[config.mk]
export PLATFORM = sky130hd
export DESIGN_NAME = opd_top
export DESIGN_NICKNAME = d
export VERILOG_FILES = /design/src/rtl/opd_pkg.sv /design/src/rtl/opd_ctrl.sv /design/src/rtl/opd_datapath.sv /design/src/rtl/opd_top.sv
export SDC_FILE = /design/constraint.sdc
export NUM_CORES = 1
export LEC_CHECK = 0
export BUFFER_PORTS_ARGS = -buffer_cell sky130_fd_sc_hd__buf_2
export CAP_MARGIN = 20
export CORE_MARGIN = 4
export CORE_UTILIZATION = 45
export DETAILED_ROUTE_END_ITERATION = 8
export MAX_ROUTING_LAYER = met4
export PLACE_DENSITY = 0.63
export SYNTH_ARGS = -nofsm -noshare
export SYNTH_HDL_FRONTEND = slang
export SYNTH_SLANG_ARGS = --single-unit
[constraint.sdc]
create_clock -name clk -period 13.9 [get_ports clk]
set_input_delay 2.78 -clock clk [delete_from_list [all_inputs] [get_ports clk]]
set_output_delay 2.78 -clock clk [all_outputs]
set_load 0.05 [all_outputs]
[src/rtl/opd_pkg.sv]
`timescale 1ns/1ps
package opd_pkg;

  // Strobes from the control into the replica datapath.
  typedef struct packed {
    logic       dispatch;  // valid instruction with legal fields
    logic       drop;      // valid instruction with an illegal field
    logic [3:0] selIdx;    // zero-based element chosen by the pair lookup
    logic [1:0] slotA;     // slot of regA inside the chosen element
    logic [1:0] slotB;     // slot of regB inside the chosen element
    logic       bypassA;   // same-cycle write-back hits regA
    logic       bypassB;   // same-cycle write-back hits regB
  } opd_strobe_t;

  // Register number (1-based) held in a given slot of a given element
  // for a cyclic layout built from a difference-set offset.
  function automatic int heldReg(int pe, int offset, int nRegs);
    return ((pe + offset) % nRegs) + 1;
  endfunction

endpackage

[src/rtl/opd_ctrl.sv]
`timescale 1ns/1ps
module opd_ctrl
  import opd_pkg::*;
#(
  parameter int NUM_REGS    = 7,
  parameter int REGS_PER_PE = 3,
  parameter logic [REGS_PER_PE*8-1:0] DIFF_SET = {8'd3, 8'd1, 8'd0},
  parameter int REG_W       = 3
) (
  input  logic                inValid,
  input  logic [REG_W-1:0]    regA,
  input  logic [REG_W-1:0]    regB,
  input  logic [NUM_REGS-1:0] outReady,
  input  logic                wbValid,
  input  logic [REG_W-1:0]    wbReg,
  output opd_strobe_t         strobes,
  output logic [NUM_REGS-1:0] outValid,
  output logic                inReady,
  output logic                errFlag,
  output logic [NUM_REGS-1:0] weOneHot
);

  localparam int NUM_PES = NUM_REGS;

  function automatic logic [REG_W-1:0] regAt(int pe, int s);
    int off;
    off = int'(DIFF_SET[s*8 +: 8]);
    return REG_W'(heldReg(pe, off, NUM_REGS));
  endfunction

  function automatic logic inRange(logic [REG_W-1:0] r);
    return (r != '0) && (int'(r) <= NUM_REGS);
  endfunction

  logic                aOk, bOk, wbOk, fieldsOk;
  logic [NUM_PES-1:0]  hasA, hasB, hasWb, pairHit;
  logic [NUM_PES-1:0]  selOneHot;
  int                  selPe;

  // Membership of each operand and of the write-back register per element.
  always_comb begin
    hasA  = '0;
    hasB  = '0;
    hasWb = '0;
    for (int pe = 0; pe < NUM_PES; pe++) begin
      for (int s = 0; s < REGS_PER_PE; s++) begin
        if (regAt(pe, s) == regA)  hasA[pe]  = 1'b1;
        if (regAt(pe, s) == regB)  hasB[pe]  = 1'b1;
        if (regAt(pe, s) == wbReg) hasWb[pe] = 1'b1;
      end
    end
  end

  assign aOk      = inRange(regA);
  assign bOk      = inRange(regB);
  assign wbOk     = inRange(wbReg);
  assign fieldsOk = aOk && bOk;
  assign pairHit  = hasA & hasB;

  // Lowest element holding both operands. For distinct operands there is
  // only one; for a repeated operand this picks the lowest holder.
  always_comb begin
    selPe = 0;
    for (int pe = NUM_PES - 1; pe >= 0; pe--) begin
      if (pairHit[pe]) selPe = pe;
    end
    selOneHot = '0;
    if (fieldsOk) selOneHot[selPe] = 1'b1;
  end

  // Slot of each operand within the chosen element, and the bypass.
  always_comb begin
    strobes          = '0;
    strobes.dispatch = inValid && fieldsOk;
    strobes.drop     = inValid && !fieldsOk;
    strobes.selIdx   = 4'(selPe);
    for (int s = 0; s < REGS_PER_PE; s++) begin
      if (regAt(selPe, s) == regA) strobes.slotA = 2'(s);
      if (regAt(selPe, s) == regB) strobes.slotB = 2'(s);
    end
    strobes.bypassA  = wbValid && wbOk && (wbReg == regA);
    strobes.bypassB  = wbValid && wbOk && (wbReg == regB);
  end

  assign outValid = strobes.dispatch ? selOneHot : '0;
  assign inReady  = !fieldsOk || (|(selOneHot & outReady));
  assign errFlag  = strobes.drop;
  assign weOneHot = (wbValid && wbOk) ? hasWb : '0;

endmodule

[src/rtl/opd_datapath.sv]
`timescale 1ns/1ps
module opd_datapath
  import opd_pkg::*;
#(
  parameter int NUM_REGS    = 7,
  parameter int REGS_PER_PE = 3,
  parameter logic [REGS_PER_PE*8-1:0] DIFF_SET = {8'd3, 8'd1, 8'd0},
  parameter int REG_W       = 3,
  parameter int DATA_W      = 16
) (
  input  logic                clk,
  input  logic                rstN,
  input  opd_strobe_t         strobes,
  input  logic [NUM_REGS-1:0] weOneHot,
  input  logic [REG_W-1:0]    wbReg,
  input  logic [DATA_W-1:0]   wbData,
  output logic [DATA_W-1:0]   outOpA,
  output logic [DATA_W-1:0]   outOpB
);

  localparam int NUM_PES   = NUM_REGS;
  localparam int NUM_CELLS = NUM_PES * REGS_PER_PE;

  logic [NUM_CELLS*DATA_W-1:0] cellFlat;

  // One storage cell per (element, slot): every replica is a real copy.
  for (genvar pe = 0; pe < NUM_PES; pe++) begin : g_pe
    for (genvar s = 0; s < REGS_PER_PE; s++) begin : g_slot
      localparam int HELD_OFF = int'(DIFF_SET[s*8 +: 8]);
      localparam logic [REG_W-1:0] HELD = REG_W'(heldReg(pe, HELD_OFF, NUM_REGS));
      logic [DATA_W-1:0] cellQ;
      always_ff @(posedge clk or negedge rstN) begin
        if (!rstN)
          cellQ <= '0;
        else if (weOneHot[pe] && (wbReg == HELD))
          cellQ <= wbData;
      end
      assign cellFlat[(pe*REGS_PER_PE + s)*DATA_W +: DATA_W] = cellQ;
    end
  end

  // Read the chosen element's local copies, with write-first bypass.
  logic [DATA_W-1:0] readA, readB;
  always_comb begin
    readA = '0;
    readB = '0;
    for (int pe = 0; pe < NUM_PES; pe++) begin
      for (int s = 0; s < REGS_PER_PE; s++) begin
        if (strobes.selIdx == 4'(pe) && strobes.slotA == 2'(s))
          readA = cellFlat[(pe*REGS_PER_PE + s)*DATA_W +: DATA_W];
        if (strobes.selIdx == 4'(pe) && strobes.slotB == 2'(s))
          readB = cellFlat[(pe*REGS_PER_PE + s)*DATA_W +: DATA_W];
      end
    end
  end

  assign outOpA = strobes.bypassA ? wbData : readA;
  assign outOpB = strobes.bypassB ? wbData : readB;

endmodule

[src/rtl/opd_top.sv]
`timescale 1ns/1ps
module opd_top
  import opd_pkg::*;
#(
  parameter int NUM_REGS    = 7,
  parameter int REGS_PER_PE = 3,
  parameter logic [REGS_PER_PE*8-1:0] DIFF_SET = {8'd3, 8'd1, 8'd0},
  parameter int OP_W        = 4,
  parameter int DATA_W      = 16,
  localparam int REG_W      = $clog2(NUM_REGS + 1),
  localparam int INSTR_W    = OP_W + 2*REG_W
) (
  input  logic                clk,
  input  logic                rstN,
  input  logic                inValid,
  output logic                inReady,
  input  logic [INSTR_W-1:0]  inInstr,
  output logic [NUM_REGS-1:0] outValid,
  input  logic [NUM_REGS-1:0] outReady,
  output logic [INSTR_W-1:0]  outInstr,
  output logic [DATA_W-1:0]   outOpA,
  output logic [DATA_W-1:0]   outOpB,
  output logic                errFlag,
  input  logic                wbValid,
  input  logic [REG_W-1:0]    wbReg,
  input  logic [DATA_W-1:0]   wbData,
  output logic [NUM_REGS-1:0] replicaWe
);

  opd_strobe_t       strobes;
  logic [REG_W-1:0]  regA, regB;

  assign regA     = inInstr[2*REG_W-1:REG_W];
  assign regB     = inInstr[REG_W-1:0];
  assign outInstr = inInstr;

  opd_ctrl #(
    .NUM_REGS(NUM_REGS), .REGS_PER_PE(REGS_PER_PE),
    .DIFF_SET(DIFF_SET), .REG_W(REG_W)
  ) u_ctrl (
    .inValid (inValid),
    .regA    (regA),
    .regB    (regB),
    .outReady(outReady),
    .wbValid (wbValid),
    .wbReg   (wbReg),
    .strobes (strobes),
    .outValid(outValid),
    .inReady (inReady),
    .errFlag (errFlag),
    .weOneHot(replicaWe)
  );

  opd_datapath #(
    .NUM_REGS(NUM_REGS), .REGS_PER_PE(REGS_PER_PE),
    .DIFF_SET(DIFF_SET), .REG_W(REG_W), .DATA_W(DATA_W)
  ) u_dp (
    .clk     (clk),
    .rstN    (rstN),
    .strobes (strobes),
    .weOneHot(replicaWe),
    .wbReg   (wbReg),
    .wbData  (wbData),
    .outOpA  (outOpA),
    .outOpB  (outOpB)
  );

endmodule

==> metrics.md <==
| Metric | Value |
|---|---|
| Initial antenna violation count | 4 |
| Syn nets | ~2600 |
| Crit Path Max Fanout | 39 |
| Post-synthesis cell count | 2554 |
| Total GRT Usage | 0.373 |
| Die span in y | roughly 210 microns |
| Worst-case clock buffer depth | 3 |
| Hold buffers post-CTS | 0 |
| Mean Syn Cell Area | between 7 and 8 sq um |
| Clk_lat worst skew | about 0.58 ns |
| Sequential power share | 0.298 |
| Max reg flops | ~270 |
| Via count | ~21000 |
| Final setup viols | 0 |
| Wirelength, routed | between 80 and 90 mm |
| Placed inst area | roughly 0.019 sq mm |
| Post-cts gate resize count | 0 |
| Clk Tree Root Cell | clkbuf_16 |
| Final hold slack | 0.477 ns |
| Die width | 211 microns |
| Max Cap Violations | 0 |
| Worst-Margin Slew | about 1.2 ns |
| Clock share of power | 0.238 |
| Async SR Flop Fraction | 1.00 |
| Setup Crit Path Kind | in2out |
| Routability congestion estimate from global placement | around 1.1 |
| Detail Route Antenna Nets | 0 |
| Post-CTS setup buffers | 0 |
| GRT overflow | 0 |
| Internal power | approximately 2.0 mW |
| RSZ-0062 raised after global routing | no |
| Die Area | between 0.04 and 0.05 sq mm |
| CTS tree | done |
| Share of post-route cells with drive strength above 1 | 0.112 |
| Largest net degree at the start of global routing | about 180 |
| Power per cell area | about 190 mW/mm^2 |
| Max-slew violations | 0 |
| Synth cell types | 89 |
| Max Clk Rate | ~0.075 GHz |
| # rows | 74 |
| Non-Filler Instances | approximately 3100 |
| Pwr Total | between 3 and 4 mW |
| HPWL Detailed | 53.3 mm |
| Vias in the first global route | between 15000 and 20000 |
| Period Utilization, post-route | 0.956 |
| Total negative slack | 0 ns |
| Core Region | just over 0.04 sq mm |
| DRC violation count after routing | 0 |
| Required @ worst endpoint | about 11 ns |
| Sw frac | 0.476 |
| Top Registers | u_dp.g_pe.g_slot.cellQ (272) |
| Net count, final | 2567 |
| Design Area, Final | around 0.021 sq mm |
| Status | finished clean |
| DRT iter0 DRCs | 3135 |
| Commonest non-fill, non-tap cells in the layout | nand2_1 (800), dfrtp_1 (272), a21oi_1 (178), o21ai_0 (165), nor2_1 (133) |
| Mean routed wirelength per cell | about 27 microns |
| Post-synth EDFFs | 0 |
| Most common cell after layout, fill and taps aside | nand2_1 |
| Num CTS Buffers | 30 |
| Warnings from Yosys | 0 |
| Maximum vdd drop | approximately 0.00012 V |
| Clk sink count | 272 |
| Critical path arrival | between 10 and 15 ns |
| First-pass GRT wire length | 124 mm |
| Relative slew slack | 0.204 |
| Crit path time final | 13.28 ns |
| Area growth, synth to finish | 10.5% |
| Placed Cells | approximately 3000 |
| Most flop-heavy register | u_dp.g_pe.g_slot.cellQ |
| Starting Density | 0.456 |
| Clock Skews | 0 ns |
| Final Hold Fails | 0 |
| Sequential share of the synthesized area | 0.366 |
| Top_reg_cell synth | dfrtp_1 |
| Routed vias/inst | ~6.8 |
| Psw | roughly 1.8 mW |
| Number of synthesized register bits | approximately 270 |
| DR pass1 iterations | 7 |
| Leak | 9.64 nW |
| # IOs | ~100 |
| Port bufs | 89 |
| Post-Syn Area | between 0.015 and 0.02 sq mm |
| Comb power frac | 0.465 |
| CP Capture Type | output pin |
| H-tree depth reported by CTS | 1 |
| Clock-pin transition on the worst setup and hold timing paths | ~0.06 ns |
| Startpoint types | primary input |
| Worst hold path type | reg2reg |
## area by class of cell
type	instances	area [sq um]
sequential	272	6810
inverter	28	105
clock inverter	19	305
multi-input combinational	2026	10800
timing repair buffer	156	1010
tap	532	666
fill	4061	20300
clock buffer	36	823
antenna	5	12.5
## through the flow
stage / util / worst slack [ns]
final: 0.504 / 0.618
after global routing: 0.504 / 0.330
after CTS: 0.503 / 0.736
after detailed placement: 0.476 / 0.747
after global placement: 0.475 / 0.975
after floorplan: - / 1.68
## final timing paths
kind                                                        startpoint                                     endpoint  slack, ns  depth (start not counted)
min                        u_dp.g_pe[1].g_slot[2].cellQ[0]$_DFFE_PN0P_  u_dp.g_pe[1].g_slot[2].cellQ[0]$_DFFE_PN0P_       0.48                          2
max                                                         inInstr[3]                                    outOpA[0]       0.62                         24
max in group asynchronous                                         rstN  u_dp.g_pe[3].g_slot[0].cellQ[6]$_DFFE_PN0P_      10.31                          2
min reg2reg                u_dp.g_pe[1].g_slot[2].cellQ[0]$_DFFE_PN0P_  u_dp.g_pe[1].g_slot[2].cellQ[0]$_DFFE_PN0P_       0.48                          2
min in group asynchronous                                         rstN  u_dp.g_pe[6].g_slot[1].cellQ[3]$_DFFE_PN0P_       2.21                          1
max reg2reg                u_dp.g_pe[2].g_slot[2].cellQ[9]$_DFFE_PN0P_  u_dp.g_pe[2].g_slot[2].cellQ[9]$_DFFE_PN0P_      12.98                          1
## synthesized netlist by cell type, drive strengths merged (4+ instances only)
master,count,share of area
buf,82,0.025
xnor3,4,0.0048
nand2b,9,0.0030
a211oi,23,0.0099
nand3,108,0.029
o21a,15,0.0060
a221oi,26,0.012
nor2b,18,0.0060
a2111oi,13,0.0065
a21o,18,0.0073
a21oi,178,0.048
nor2,142,0.029
ha,13,0.0087
mux2i,31,0.017
a21boi,8,0.0032
inv,27,0.0054
and3,26,0.0087
clkbuf,146,0.030
nor4,12,0.0040
o311ai,4,0.0019
a22oi,21,0.0085
dfrtp,272,0.37
or3,20,0.0073
xor2,4,0.0019
a221o,8,0.0043
nand2,803,0.16
a2bb2oi,5,0.0024
mux2,24,0.015
a31oi,27,0.0091
xnor2,16,0.0075
a311oi,9,0.0042
o22ai,26,0.0087
a31o,5,0.0024
nor3,75,0.020
nand4,22,0.0074
o211ai,27,0.011
or4,4,0.0018
o221ai,14,0.0066
o31a,4,0.0019
o21ai,182,0.049
a311o,5,0.0027
o2bb2ai,4,0.0019
o31ai,14,0.0056
a32oi,7,0.0033
## per-layer routing
layer	GRT usage	part of all wire	up-vias
li1	-	-	8903
met1	0.486	0.38	9913
met2	0.532	0.42	1629
met3	0.100	0.13	425
met4	0.197	0.072	0
met5	-	0	-
## kinds of logic (layout without fill, tap and decap cells)
kind of cell    after synthesis  count (layout)  share of synthesized area
simple gates               1258            1258                      0.287
compound gates              675             675                      0.232
flops                       272             272                      0.366
buf+inv                     256             239                     0.0603
mux                          55              55                     0.0312
xor+xnor                     24              24                     0.0142
fa+ha+maj                    13              13                    0.00874
other cells                   1               6                   0.000201
## critical path, cell delays in order
cell and delay, ns:
buf_2 0.47, nor4bb_1 0.19, nor4_1 0.40, nor4b_2 0.76
nand2_1 0.28, ha_1 0.40, ha_1 0.23, ha_1 0.27
or4bb_1 0.55, a211oi_1 0.20, a31o_2 0.13, o31a_2 0.20
nor2_1 0.06, xnor2_1 0.13, ha_1 0.22, xnor2_1 0.14
and3_1 0.23, or4_4 0.75, nand2_1 0.47, nor3_1 0.12
nor4_1 0.24, o21ai_0 0.13, a221oi_1 0.71, buf_2 0.40
## power groups by stage
stage	Sequential [mW]	Clock, mW	Combinational (mW)
finish	1.14	0.911	1.78
global route	1.15	0.951	1.88
CTS	1.13	0.919	1.72
detailed placement	1.14	0	1.72
global placement	1.14	0	1.70
floorplan	1.05	0	1.22
Note: power is estimated with default switching activity, not from simulation.
